<file path="src/rtl/ucx_pkg.sv">
package ucx_pkg;
    localparam int BW = 8;

    typedef enum logic [3:0] {
        OP_AND_CARRY   = 4'd0,
        OP_AND_LSR     = 4'd1,
        OP_AND_ROR     = 4'd2,
        OP_LOAD_AX     = 4'd3,
        OP_LOAD_SPMASK = 4'd4,
        OP_STORE_AX    = 4'd5,
        OP_MAGIC_AX    = 4'd6,
        OP_STORE_YH    = 4'd7,
        OP_STORE_XH    = 4'd8,
        OP_STORE_AXH   = 4'd9,
        OP_SHL_OR      = 4'd10,
        OP_SHR_EOR     = 4'd11,
        OP_ROL_AND     = 4'd12,
        OP_ROR_ADD     = 4'd13,
        OP_DEC_CMP     = 4'd14,
        OP_INC_SUB     = 4'd15
    } ucx_op_e;

    typedef struct packed {
        logic a;
        logic x;
        logic sp;
        logic mem;
    } ucx_reg_we_t;

    typedef struct packed {
        logic n;
        logic z;
        logic c;
        logic v;
    } ucx_flags_t;

    typedef struct packed {
        logic [BW-1:0] a;
        logic [BW-1:0] x;
        logic [BW-1:0] sp;
        logic [BW-1:0] mem;
        ucx_reg_we_t   we;
        ucx_flags_t    fl;
        ucx_flags_t    fl_we;
    } ucx_result_t;

    function automatic logic sign_of(input logic [BW-1:0] v);
        return v[BW-1];
    endfunction

    function automatic logic zero_of(input logic [BW-1:0] v);
        return (v == '0);
    endfunction
endpackage

</file>
<file path="src/rtl/ucx_rmw_unit.sv">
module ucx_rmw_unit
    import ucx_pkg::*;
(
    input  ucx_op_e       op,
    input  logic [BW-1:0] m,
    input  logic          c_in,
    output logic [BW-1:0] res,
    output logic          c_out
);
    localparam logic [BW-1:0] ONE = {{(BW-1){1'b0}}, 1'b1};

    always_comb begin
        res   = m;
        c_out = c_in;
        case (op)
            OP_SHL_OR: begin
                res   = {m[BW-2:0], 1'b0};
                c_out = m[BW-1];
            end
            OP_SHR_EOR: begin
                res   = {1'b0, m[BW-1:1]};
                c_out = m[0];
            end
            OP_ROL_AND: begin
                res   = {m[BW-2:0], c_in};
                c_out = m[BW-1];
            end
            OP_ROR_ADD: begin
                res   = {c_in, m[BW-1:1]};
                c_out = m[0];
            end
            OP_DEC_CMP: res = m - ONE;
            OP_INC_SUB: res = m + ONE;
            default: ;
        endcase
    end
endmodule

</file>
<file path="src/rtl/ucx_dec_adder.sv">
module ucx_dec_adder
    import ucx_pkg::*;
#(
    parameter bit DECIMAL_EN = 1'b1
) (
    input  logic [BW-1:0] a,
    input  logic [BW-1:0] b,
    input  logic          cin,
    input  logic          sub,
    input  logic          dec,
    output logic [BW-1:0] bin_sum,
    output logic [BW-1:0] sum,
    output logic          c_out,
    output logic          v_out
);
    logic [BW-1:0] bx;
    logic [BW:0]   wide;
    logic          bin_c;

    always_comb begin
        bx      = sub ? ~b : b;
        wide    = {1'b0, a} + {1'b0, bx} + {{BW{1'b0}}, cin};
        bin_sum = wide[BW-1:0];
        bin_c   = wide[BW];
        v_out   = ~(a[BW-1] ^ bx[BW-1]) & (a[BW-1] ^ bin_sum[BW-1]);
    end

    generate
        if (DECIMAL_EN) begin : g_bcd
            logic [5:0] lo6, hi6;
            logic       lo_ov;
            always_comb begin
                if (!sub) begin
                    lo6 = {2'b0, a[3:0]} + {2'b0, b[3:0]} + {5'b0, cin};
                    if (lo6 > 6'd9) lo6 = lo6 + 6'd6;
                    lo_ov = (lo6 > 6'd15);
                    hi6 = {2'b0, a[7:4]} + {2'b0, b[7:4]} + {5'b0, lo_ov};
                    if (hi6 > 6'd9) hi6 = hi6 + 6'd6;
                end else begin
                    lo6 = {2'b0, a[3:0]} - {2'b0, b[3:0]} - {5'b0, ~cin};
                    lo_ov = lo6[5];
                    if (lo_ov) lo6 = lo6 - 6'd6;
                    hi6 = {2'b0, a[7:4]} - {2'b0, b[7:4]} - {5'b0, lo_ov};
                    if (hi6[5]) hi6 = hi6 - 6'd6;
                end
                if (dec) begin
                    sum   = {hi6[3:0], lo6[3:0]};
                    c_out = sub ? bin_c : (hi6 > 6'd15);
                end else begin
                    sum   = bin_sum;
                    c_out = bin_c;
                end
            end
        end else begin : g_bin
            always_comb begin
                sum   = bin_sum;
                c_out = bin_c;
            end
        end
    endgenerate
endmodule

</file>
<file path="src/rtl/ucx_alu.sv">
module ucx_alu
    import ucx_pkg::*;
#(
    parameter bit            DECIMAL_EN = 1'b1,
    parameter logic [BW-1:0] MAGIC      = 8'hEE
) (
    input  logic          clk,
    input  logic          rst,
    input  logic          i_valid,
    input  logic [3:0]    i_op,
    input  logic [BW-1:0] i_a,
    input  logic [BW-1:0] i_x,
    input  logic [BW-1:0] i_y,
    input  logic [BW-1:0] i_sp,
    input  logic [BW-1:0] i_m,
    input  logic [BW-1:0] i_hi,
    input  logic          i_c,
    input  logic          i_d,
    output logic          o_valid,
    output logic [BW-1:0] o_a,
    output logic [BW-1:0] o_x,
    output logic [BW-1:0] o_sp,
    output logic [BW-1:0] o_mem,
    output logic          o_wr_a,
    output logic          o_wr_x,
    output logic          o_wr_sp,
    output logic          o_wr_mem,
    output logic [3:0]    o_flags,
    output logic [3:0]    o_flag_we
);
    localparam logic [BW-1:0] ONE = {{(BW-1){1'b0}}, 1'b1};

    ucx_op_e       op;
    logic [BW-1:0] masked, hi_inc, mod, sum, bin_sum, t;
    logic [BW:0]   diff;
    logic          mod_c, add_c, add_v;
    ucx_result_t   r, q;

    assign op     = ucx_op_e'(i_op);
    assign masked = i_a & i_m;
    assign hi_inc = i_hi + ONE;
    assign diff   = {1'b0, i_a} - {1'b0, mod};

    ucx_rmw_unit u_rmw (
        .op(op), .m(i_m), .c_in(i_c), .res(mod), .c_out(mod_c)
    );

    ucx_dec_adder #(.DECIMAL_EN(DECIMAL_EN)) u_add (
        .a(i_a), .b(mod), .cin(mod_c), .sub(op == OP_INC_SUB), .dec(i_d),
        .bin_sum(bin_sum), .sum(sum), .c_out(add_c), .v_out(add_v)
    );

    always_comb begin
        r      = '0;
        r.a    = i_a;
        r.x    = i_x;
        r.sp   = i_sp;
        r.mem  = mod;
        r.fl.c = i_c;
        t      = '0;
        case (op)
            OP_AND_CARRY:   begin t = masked; r.fl.c = masked[BW-1]; end
            OP_AND_LSR:     begin t = {1'b0, masked[BW-1:1]}; r.fl.c = masked[0]; end
            OP_AND_ROR: begin
                t       = {i_c, masked[BW-1:1]};
                r.fl.c  = t[6];
                r.fl.v  = t[6] ^ t[5];
            end
            OP_LOAD_AX:     t = i_m;
            OP_LOAD_SPMASK: t = i_m & i_sp;
            OP_MAGIC_AX:    t = (i_a | MAGIC) & i_m;
            OP_STORE_AX:    r.mem = i_a & i_x;
            OP_STORE_YH:    r.mem = i_y & hi_inc;
            OP_STORE_XH:    r.mem = i_x & hi_inc;
            OP_STORE_AXH:   r.mem = i_a & i_x & hi_inc;
            OP_SHL_OR:      begin t = i_a | mod; r.fl.c = mod_c; end
            OP_SHR_EOR:     begin t = i_a ^ mod; r.fl.c = mod_c; end
            OP_ROL_AND:     begin t = i_a & mod; r.fl.c = mod_c; end
            OP_ROR_ADD, OP_INC_SUB: begin
                t      = bin_sum;
                r.fl.c = add_c;
                r.fl.v = add_v;
            end
            OP_DEC_CMP:     begin t = diff[BW-1:0]; r.fl.c = ~diff[BW]; end
            default: ;
        endcase
        r.fl.n = sign_of(t);
        r.fl.z = zero_of(t);

        case (op)
            OP_AND_CARRY, OP_AND_LSR: begin r.a = t; r.we = 4'b1000; r.fl_we = 4'b1110; end
            OP_AND_ROR:               begin r.a = t; r.we = 4'b1000; r.fl_we = 4'b1111; end
            OP_LOAD_AX, OP_MAGIC_AX:  begin r.a = t; r.x = t; r.we = 4'b1100; r.fl_we = 4'b1100; end
            OP_LOAD_SPMASK: begin
                r.a = t; r.x = t; r.sp = t; r.we = 4'b1110; r.fl_we = 4'b1100;
            end
            OP_STORE_AX, OP_STORE_YH, OP_STORE_XH, OP_STORE_AXH: r.we = 4'b0001;
            OP_SHL_OR, OP_SHR_EOR, OP_ROL_AND: begin r.a = t; r.we = 4'b1001; r.fl_we = 4'b1110; end
            OP_ROR_ADD, OP_INC_SUB:   begin r.a = sum; r.we = 4'b1001; r.fl_we = 4'b1111; end
            OP_DEC_CMP:               begin r.we = 4'b0001; r.fl_we = 4'b1110; end
            default: ;
        endcase
    end

    always_ff @(posedge clk) begin
        if (rst) begin
            o_valid <= 1'b0;
            q       <= '0;
        end else begin
            o_valid <= i_valid;
            if (i_valid) q <= r;
        end
    end

    assign o_a       = q.a;
    assign o_x       = q.x;
    assign o_sp      = q.sp;
    assign o_mem     = q.mem;
    assign o_wr_a    = q.we.a;
    assign o_wr_x    = q.we.x;
    assign o_wr_sp   = q.we.sp;
    assign o_wr_mem  = q.we.mem;
    assign o_flags   = q.fl;
    assign o_flag_we = q.fl_we;
endmodule

</file>
<file path="config.mk">
export PLATFORM = sky130hd
export DESIGN_NAME = ucx_alu
export DESIGN_NICKNAME = d
export VERILOG_FILES = /design/src/rtl/ucx_pkg.sv /design/src/rtl/ucx_rmw_unit.sv /design/src/rtl/ucx_dec_adder.sv /design/src/rtl/ucx_alu.sv
export SDC_FILE = /design/constraint.sdc
export NUM_CORES = 1
export LEC_CHECK = 0
export ABC_CLOCK_PERIOD_IN_PS = 9200
export BUFFER_PORTS_ARGS = -buffer_cell sky130_fd_sc_hd__buf_4
export CORE_ASPECT_RATIO = 1.1
export CORE_MARGIN = 8
export CORE_UTILIZATION = 45
export CTS_CLUSTER_SIZE = 10
export DETAILED_ROUTE_END_ITERATION = 6
export PLACE_DENSITY = 0.66
export SYNTH_ARGS = -nofsm -noshare
export SYNTH_HDL_FRONTEND = slang
export SYNTH_HIERARCHICAL = 1
export SYNTH_SLANG_ARGS = --single-unit
</file>
<file path="constraint.sdc">
create_clock -name clk -period 9.2 [get_ports clk]
set_clock_uncertainty 0.1 [all_clocks]
set_input_delay 0.92 -clock clk [delete_from_list [all_inputs] [get_ports clk]]
set_output_delay 0.92 -clock clk [all_outputs]
set_load 0.05 [all_outputs]
</file>
# == Word-level counts from Yosys, hierarchy flattened ==
# Index checks and enable logic that the tools add are counted.
# totals
ff_bits,45
input_bits,57
out_inout_bits,45
elab_cells,109
# op_classes
addsub,18
order_cmp,4
n_eq_ne,15
mux,22
n_bitwise,18
reduce_logical,15
# op_table
op,n
8-bit case mux with 11 select lines,1
8-bit bitwise AND,8
8-bit case mux with 6 select lines,1
"4-bit == test, second input constant",8
8-bit two-way mux,4
8-bit case mux with 4 select lines,1
6-bit two-way mux,5
"6-bit by 4-bit > comparator with 1-bit output, second input constant",4
4-bit case mux with 5 select lines,1
"8-bit by 1-bit adder with 8-bit output, second input constant",2
"4-bit by 3-bit == test with 1-bit output, second input constant",4
8-bit case mux with 2 select lines,1
6-bit by 1-bit adder with 6-bit output,2
"6-bit by 3-bit adder with 6-bit output, second input constant",2
4-bit case mux with 3 select lines,1
3-bit OR reduction,4
6-bit by 1-bit subtractor with 6-bit output,2
4-bit by 4-bit adder with 5-bit output,2
2-bit OR reduction,5
5-bit OR reduction,2
4-bit by 4-bit subtractor with 5-bit output,2
8-bit by 8-bit adder with 9-bit output,1
9-bit by 1-bit adder with 9-bit output,1
9-bit OR reduction,1
other kinds (19),27

# == Longest topological paths before layout ==
# Gate-level depths: netlist of run 1.
# logic_depth
ltp_word,16
depth_mapped,30
ltp_nobuf,27

# == Hierarchy ==
# Netlist of run 1, hierarchy kept.
# by_module_without_submodules
mod,instances,cells_each,area_each_um2,seq_area_each_um2
ucx_alu,1,517,3772.4,880.8
ucx_dec_adder,1,228,1694.1,0.0
ucx_rmw_unit,1,105,696.9,0.0

# == Worst setup path before layout of run 1 ==
# OpenSTA, ideal clock, no wires.
# synth_path
kind,input to register
startpoint,input i_op[2]
endpoint,"register q, in the netlist o_a[7]"
arrival_ns,6.486
required_time_ns,8.958
slack_ns,2.471
cell_stages,26
n_path_buf,3
cell_sequence,buf_2 -> clkbuf_1 -> nand4_1 -> ha_1 -> a21o_1 -> a21oi_1 -> xor2_1 -> a21oi_1 -> a31oi_1 -> o21ai_0 -> inv_1 -> ha_1 -> buf_2 -> or3_1 -> a31oi_1 -> nor2_1 -> fa_1 -> fa_1 -> xor2_1 -> ha_1 -> o21bai_1 -> mux2_2 -> o2111ai_1 -> a21bo_1 -> a21oi_1 -> a311oi_1
# synth_between
elab_chain_cells,14
word_cells_on_any_way,49
# synth_rtl
element,line_no,rtl
"start, declared",ucx_alu.sv:10,"input logic [3:0] i_op,"
4-bit == test,ucx_rmw_unit.sv:15,case (op)
8-bit case mux with 6 select lines *,ucx_rmw_unit.sv:15,
via mod[3],ucx_alu.sv:34,"logic [BW-1:0] masked, hi_inc, mod, sum, bin_sum, t;"
4-bit by 4-bit adder with 5-bit output,ucx_dec_adder.sv:34,"lo6 = {2'b0, a[3:0]} + {2'b0, b[3:0]} + {5'b0, cin};"
6-bit by 1-bit adder with 6-bit output,ucx_dec_adder.sv:34,
6-bit by 3-bit adder with 6-bit output or 6-bit by 4-bit > comparator with 1-bit output (tied branches),ucx_dec_adder.sv:35,if (lo6 > 6'd9) lo6 = lo6 + 6'd6;
6-bit two-way mux,ucx_dec_adder.sv:35,
6-bit two-way mux,ucx_dec_adder.sv:33,if (!sub) begin
6-bit by 4-bit > comparator with 1-bit output,ucx_dec_adder.sv:36,lo_ov = (lo6 > 6'd15);
6-bit by 1-bit adder with 6-bit output,ucx_dec_adder.sv:37,"hi6 = {2'b0, a[7:4]} + {2'b0, b[7:4]} + {5'b0, lo_ov};"
6-bit by 3-bit adder with 6-bit output or 6-bit by 4-bit > comparator with 1-bit output (tied branches),ucx_dec_adder.sv:38,if (hi6 > 6'd9) hi6 = hi6 + 6'd6;
6-bit two-way mux,ucx_dec_adder.sv:38,
6-bit two-way mux,ucx_dec_adder.sv:33,
8-bit two-way mux *,ucx_dec_adder.sv:46,if (dec) begin
via sum[7],ucx_alu.sv:34,
8-bit case mux with 2 select lines *,ucx_alu.sv:90,case (op)
"end signal, assigned",ucx_alu.sv:111,if (i_valid) q <= r;
"end, declared",ucx_alu.sv:37,"ucx_result_t r, q;"
# Mark *: on every way through the listed nets, which the timed path passes. The rest lies on a longest branch. The select of a mux whose other input is x is not followed.
# A chain may end at the register's enable or synchronous reset.

# == Worst setup path in the final report of run 1 ==
# layout_path
startpoint,input i_op[0]
endpoint,"register q, in the netlist o_a[7]"
# Same word-level chain as after synthesis.

==> results of run 1 <==
[cells in the final DEF (no fill, tap or decap), drive strengths merged, types with 3 or more instances in the layout]
master,synthesis,layout
a211oi,23,23
a21o,9,9
a21oi,64,64
a221oi,11,11
a22o,3,3
a22oi,12,12
a311oi,9,9
a31oi,12,12
a32oi,6,6
and2,4,4
and3,8,8
buf,29,106
clkbuf,20,5
dfxtp,44,44
fa,10,10
ha,60,60
inv,59,59
mux2,9,9
mux2i,21,21
nand2,76,76
nand2b,21,21
nand3,28,28
nand3b,9,9
nor2,85,85
nor2b,19,19
nor3,30,30
nor3b,5,5
o2111ai,3,3
o211ai,10,10
o21ai,54,54
o21bai,5,5
o221ai,3,3
o31ai,6,6
xnor2,27,27
xor2,17,17
[flip-flops by register name, summed over array words and instances, names as in the netlist]
register / flops
o_a: 8
o_flag_we: 3
o_flags: 4
o_mem: 8
o_sp: 8
o_valid: 1
o_wr_a: 1
o_wr_mem: 1
o_wr_sp: 1
o_wr_x: 1
o_x: 8
[area by class of cell]
type	instances	area [um2]
inverters	59	221
fillers	1356	6440
well taps	188	235
repair buffers	106	796
clock buffers	5	125
clock inverters	3	47.5
flip-flops and latches	44	881
multi-input cells	698	4820
[metrics by stage]
| stage | cell area (um2) | power (mW) |
|---|---|---|
| finish | 7130 | 0.989 |
| detailed placement | 6950 | 0.778 |
| global placement | 6950 | 0.773 |
| global route | 7130 | 1.05 |
| CTS | 7130 | 0.986 |
| floorplan | 6160 | 0.624 |
[final timing paths]
path / startpoint / to / slack (ns) / cells past startpoint
setup / recovery: i_op[0] / o_a[7]$_SDFFE_PP0P_ / 2.13 / 23
hold / removal: o_sp[3]$_SDFFE_PP0P_ / o_sp[3]$_SDFFE_PP0P_ / 0.37 / 2
setup reg to reg: o_flags[2]$_SDFFE_PP0P_ / o_flags[2]$_SDFFE_PP0P_ / 8.15 / 2
hold reg to reg: o_sp[3]$_SDFFE_PP0P_ / o_sp[3]$_SDFFE_PP0P_ / 0.37 / 2
[per-layer routing]
metal  share of wire [%]  routed length, um  vias to the layer above  GRT usage [%]
met2                  44               9460                      279           36.4
met3                 7.7               1660                       59           4.73
met4                 3.7                805                        0           8.58
met5                   0                  0                        -              0
met1                  45               9560                     2974           30.9
li1                    -                  -                     3177              -
[cell families (layout without fill, tap and decap cells)]
| group | count (synthesis) | in the layout | synth area share (%) |
|---|---|---|---|
| xor gates and xnor gates | 44 | 44 | 6.37 |
| muxes | 30 | 30 | 5.12 |
| buffers and inverters | 108 | 173 | 7.51 |
| DFF | 44 | 44 | 14.3 |
| AOI/OAI and AO/OA | 252 | 252 | 27.3 |
| and+or+nand+nor | 302 | 302 | 24.0 |
| adders and majority gates | 70 | 70 | 15.4 |
[where the power goes]
part	total (mW)	switching, mW	internal (mW)
registers	0.213	0.00841	0.205
logic	0.568	0.348	0.220
clock network	0.208	0.0785	0.129
[cell usage after synthesis, drive strengths merged (23+ instances only)]
cell | instances | area [um2]
a211oi | 23 | 183
a21oi | 64 | 320
buf | 29 | 166
dfxtp | 44 | 881
ha | 60 | 751
inv | 59 | 221
nand2 | 76 | 285
nand3 | 28 | 140
nor2 | 85 | 319
nor3 | 30 | 155
o21ai | 54 | 270
xnor2 | 27 | 244
[worst max-delay path, delay by kind of cell]
kind / cells / cell delay (ns)
AO/OA/AOI/OAI: 9 / 1.68
XOR/XNOR: 2 / 0.33
adder cells (fa/ha/maj): 5 / 2.14
buffers and inverters: 2 / 0.64
multiplexers: 1 / 0.28
AND/OR/NAND/NOR: 4 / 1.10
==> qor.yml, run 1 <==
die:
  io_pins: 102
  start_util_pct: 45.4
  die-area_um2: 17700
  die_w_um: 128
  fp.dieH_um: 139
  rows: 45
  design.core.area_um2: 13600
power_and_ir_drop:
  ir_drop_mv: 0.0628
  power_density_nw_per_um2: 139
  power.leakage_nw: 3.15
logic_synthesis:
  ys_seq_elements: 44
  ys.flop_type: "dfxtp_1"
  synth_edf_count: 0
  ys_types: 78
  ys_seq_area_share_pct: 14.3
  syn_inst: 850
  async_reset_ff_share_pct: 0
  postSynthAreaPerCell_um2: 7.25
  syn-num-nets: 977
  synth_area_um2: 6160
  yosysWarningCount: 6
layout:
  final_nets: 1041
  drive_gt1_share_pct: 15.4
  fin_cells: 1103
  n_antenna_cell: 0
  syn_to_final_growth_pct: 15.6
  postLayoutCoreUtil_pct: 52.5
clocking:
  cts.path.max_buffers: 2
  clkSinkCount: 44
  cts_setup_buffers: 0
  insertion_delay_ns: 0.28
  ctsHoldBuffers: 0
  tritoncts: "done"
  clockRootBuffer: "clkbuf_16"
  cts_buffers: 5
  htreeDepth: 2
  cts-resized-gates: 0
  clk_pin_slew_ns: 0.06
sta:
  worst_pin_slew_ns: 1.23
  hold_ws_ns: 0.370
  finalHoldViolations: 0
  min_period_ns: 7.07
  max_freq_mhz: 142
  rsz0062_at_grt: "false"
  fin_crit_sh_pct: 76.8
  setup_tns_ns: 0
  drv_slew: 0
  slew_headroom_pct: 17.3
  finalSetupViolations: 0
  setup_slack_ns: 2.13
detailed_routing:
  viasPerCell: 5.88
  dr.pass1.iters: 5
  wire_per_inst_um: 19.5
  postRouteAntennaNets: 0
  drt_iter0_markers: 752
  wirelength_um: 21500
  vias: 6489
  drc: 0
critical_path:
  start_kind: "primary input"
  cp_slowest_cell: "buf_4"
  cp_common_cell: "fa_1"
  slowest_delay_ns: 0.56
  worstSetupEndpointType: "flop"
  critPathRequiredTime_ns: 9.23
  crit_type: "in -> reg"
  cp_max_fo: 72
  timing.critical_path.cells: "buf_4 > nand4_1 > fa_1 > xnor2_1 > nand2_1 > o21ai_0 > o21ai_0 > a22o_1 > inv_1 > ha_1 > or3_1 > a31oi_1 > nor2_1 > fa_1 > fa_1 > xor2_1 > ha_1 > o21bai_1 > mux2_2 > o2111ai_1 > a21bo_1 > a21oi_1 > a311oi_1"
  arrival_ns: 7.10
global_route:
  grt_pass1_vias: 6113
  grt_pass1_wl_um: 33100
  antenna_found_initial: 0
  overflow: 0
  grt_max_degree: 83
  grtUsageTotal_pct: 23.3
placed_design:
  gp_congestion: 0.915
  place_inst: 1095
  dp_hpwl_um: 16700
  place_ws_ns: 1.91
  io_buffers: 101
outcome:
  status: "complete, no violations"
worst_hold_path:
  min_path_type: "reg -> reg"
flow_run:
  drv_cap: 0
Note: power is estimated with default switching activity, not from simulation.
==> inputs of run 2 (changes only) <==
--- a/config.mk
+++ b/config.mk
@@ -5,14 +5,14 @@
 export SDC_FILE = /design/constraint.sdc
 export NUM_CORES = 1
 export LEC_CHECK = 0
-export ABC_CLOCK_PERIOD_IN_PS = 9200
+export ABC_CLOCK_PERIOD_IN_PS = 6330
 export BUFFER_PORTS_ARGS = -buffer_cell sky130_fd_sc_hd__buf_4
 export CORE_ASPECT_RATIO = 1.1
 export CORE_MARGIN = 8
 export CORE_UTILIZATION = 45
 export CTS_CLUSTER_SIZE = 10
 export DETAILED_ROUTE_END_ITERATION = 6
-export PLACE_DENSITY = 0.66
+export PLACE_DENSITY = 0.69
 export SYNTH_ARGS = -nofsm -noshare
 export SYNTH_HDL_FRONTEND = slang
 export SYNTH_HIERARCHICAL = 1
==> constraint.sdc (replaced) <==
create_clock -name clk -period 6.33 [get_ports clk]
set_clock_uncertainty 0.1 [all_clocks]
set_input_delay 0.633 -clock clk [delete_from_list [all_inputs] [get_ports clk]]
set_output_delay 0.633 -clock clk [all_outputs]
set_load 0.05 [all_outputs]
==> qor.yml, run 2 (same netlist as run 1, synthesis figures left out) <==
sta:
  fin_crit_sh_pct: 93.7
  setup_tns_ns: 0
  slew_headroom_pct: 36.4
  finalSetupViolations: 0
  min_period_ns: 5.93
  worst_pin_slew_ns: 0.949
  rsz0062_at_grt: "false"
  finalHoldViolations: 0
  max_freq_mhz: 169
  drv_slew: 0
critical_path:
  slowest_delay_ns: 0.47
  r2r_start: "o_flags[2]$_SDFFE_PP0P_"
  arrival_ns: 5.96
  start_kind: "primary input"
  r2r_end: "o_flags[2]$_SDFFE_PP0P_"
  cp_slowest_cell: "fa_1"
  critPathRequiredTime_ns: 6.36
  r2r_slack_ns: 5.30
  worstSetupEndpointType: "flop"
  reg2reg_depth: 2
  cp_max_fo: 8
  crit_type: "in -> reg"
layout:
  n_antenna_cell: 0
  syn_to_final_growth_pct: 17.2
  fillers: 1380
  final_common_cell: "buf_4"
  final_nets: 1053
  drive_gt1_share_pct: 16.7
  final_cell_mix: "buf_4, nor2_1, nand2_1, a21oi_1, ha_1"
flow_run:
  drv_cap: 0
power_and_ir_drop:
  ir_drop_mv: 0.112
  power_density_nw_per_um2: 201
  power.leakage_nw: 3.20
  power_mw: 1.45
die:
  rows: 45
  start_util_pct: 45.4
  design.core.area_um2: 13600
  die_w_um: 128
  io_pins: 102
  die-area_um2: 17700
  fp.dieH_um: 139
detailed_routing:
  dr.pass1.iters: 5
  wire_per_inst_um: 19.3
  drc: 0
  drt_iter0_markers: 679
  viasPerCell: 5.94
  postRouteAntennaNets: 0
  vias: 6618
  wirelength_um: 21500
global_route:
  grt_pass1_vias: 6393
  grtUsageTotal_pct: 23.4
  grt_max_degree: 83
  grt_pass1_wl_um: 33600
  antenna_found_initial: 0
  overflow: 0
outcome:
  status: "complete, no violations"
placed_design:
  io_buffers: 101
  dp_hpwl_um: 16800
  gp_congestion: 1.01
clocking:
  ctsHoldBuffers: 0
  cts_buffers: 5
  clkSinkCount: 44
  cts.path.max_buffers: 2
  tritoncts: "done"
  insertion_delay_ns: 0.28
  clockRootBuffer: "clkbuf_16"
  htreeDepth: 2
  clk_pin_slew_ns: 0.07
worst_hold_path:
  min_from: "o_sp[2]$_SDFFE_PP0P_"
  holdPathStages: 2
  hold_end: "o_sp[2]$_SDFFE_PP0P_"
  min_path_type: "reg -> reg"
[run 2: cell count changes in the layout (fill, tap and decap cells not counted)]
cell and change:
buf_4 +12, clkinv_4 -2, inv_6 +1, ha_1 -1, a31oi_1 -1, clkinvlp_4 +1, o21ai_0 -1, o21ai_1 +1
ha_2 +1, a31oi_2 +1
[run 2: per-stage QoR]
stage / hold WS (ns) / instance area [um2] / util (%) / instances / setup slack [ns]
finish: 0.378 / 7220 / 53.2 / 1115 / 0.399
global route: 0.406 / 7220 / 53.2 / 1115 / 0.0657
CTS: 0.378 / 7210 / 53.1 / 1114 / 0.351
detailed placement: 0.367 / 7040 / 51.8 / 1106 / 0.0537
global placement: 0.364 / 7040 / 51.8 / 1106 / 0.142
floorplan: 0.591 / 6160 / - / 850 / 0.0379
[run 2: report_power, final]
part,leakage (nW),total [mW],switching (mW),internal (mW)
clock,0.0804,0.306,0.118,0.188
combinational,2.76,0.835,0.508,0.327
sequential,0.364,0.309,0.0121,0.297
[run 2: repair_timing]
action | in CTS | in global routing
resized for setup | 0 | 2
setup buffers | 0 | 1
setup endpoints to repair | 0 | 3
[run 2: how the worst max path moves through the flow]
stage | start | to | slack, ns | depth (start not counted)
floorplan | i_op[2] | o_a[7]$_SDFFE_PP0P_ | 0.04 | 26
global placement | i_op[2] | o_a[7]$_SDFFE_PP0P_ | 0.14 | 26
detailed placement | i_op[2] | o_a[7]$_SDFFE_PP0P_ | 0.05 | 26
CTS | i_op[2] | o_a[7]$_SDFFE_PP0P_ | 0.35 | 26
global route | i_op[1] | o_flags[1]$_SDFFE_PP0P_ | 0.07 | 27
finish | i_op[1] | o_a[7]$_SDFFE_PP0P_ | 0.40 | 26
[run 2: final cells by class]
class                   count  area [um2]  share of cell area, %
inverters                  59         221                   3.07
clock inverters             3        46.3                  0.641
clock buffers               5         125                   1.73
well taps                 188         235                   3.26
repair buffers            118         886                   12.3
multi-input cells         698        4830                   66.8
flip-flops and latches     44         881                   12.2
[run 2: metal layers]
layer / GRT usage (%) / routed length, um
met1: 30.1 / 9300
met3: 3.58 / 1610
met4: 8.40 / 752
met2: 38.6 / 9860
met5: 0 / 0
[run 2: worst max-delay path: cells and delay by family]
family,cells,cell delay [ns]
fa+ha+maj,5,1.94
buf+inv,3,0.32
compound gates,11,1.95
xor+xnor,2,0.29
simple gates,4,0.54
mux,1,0.27
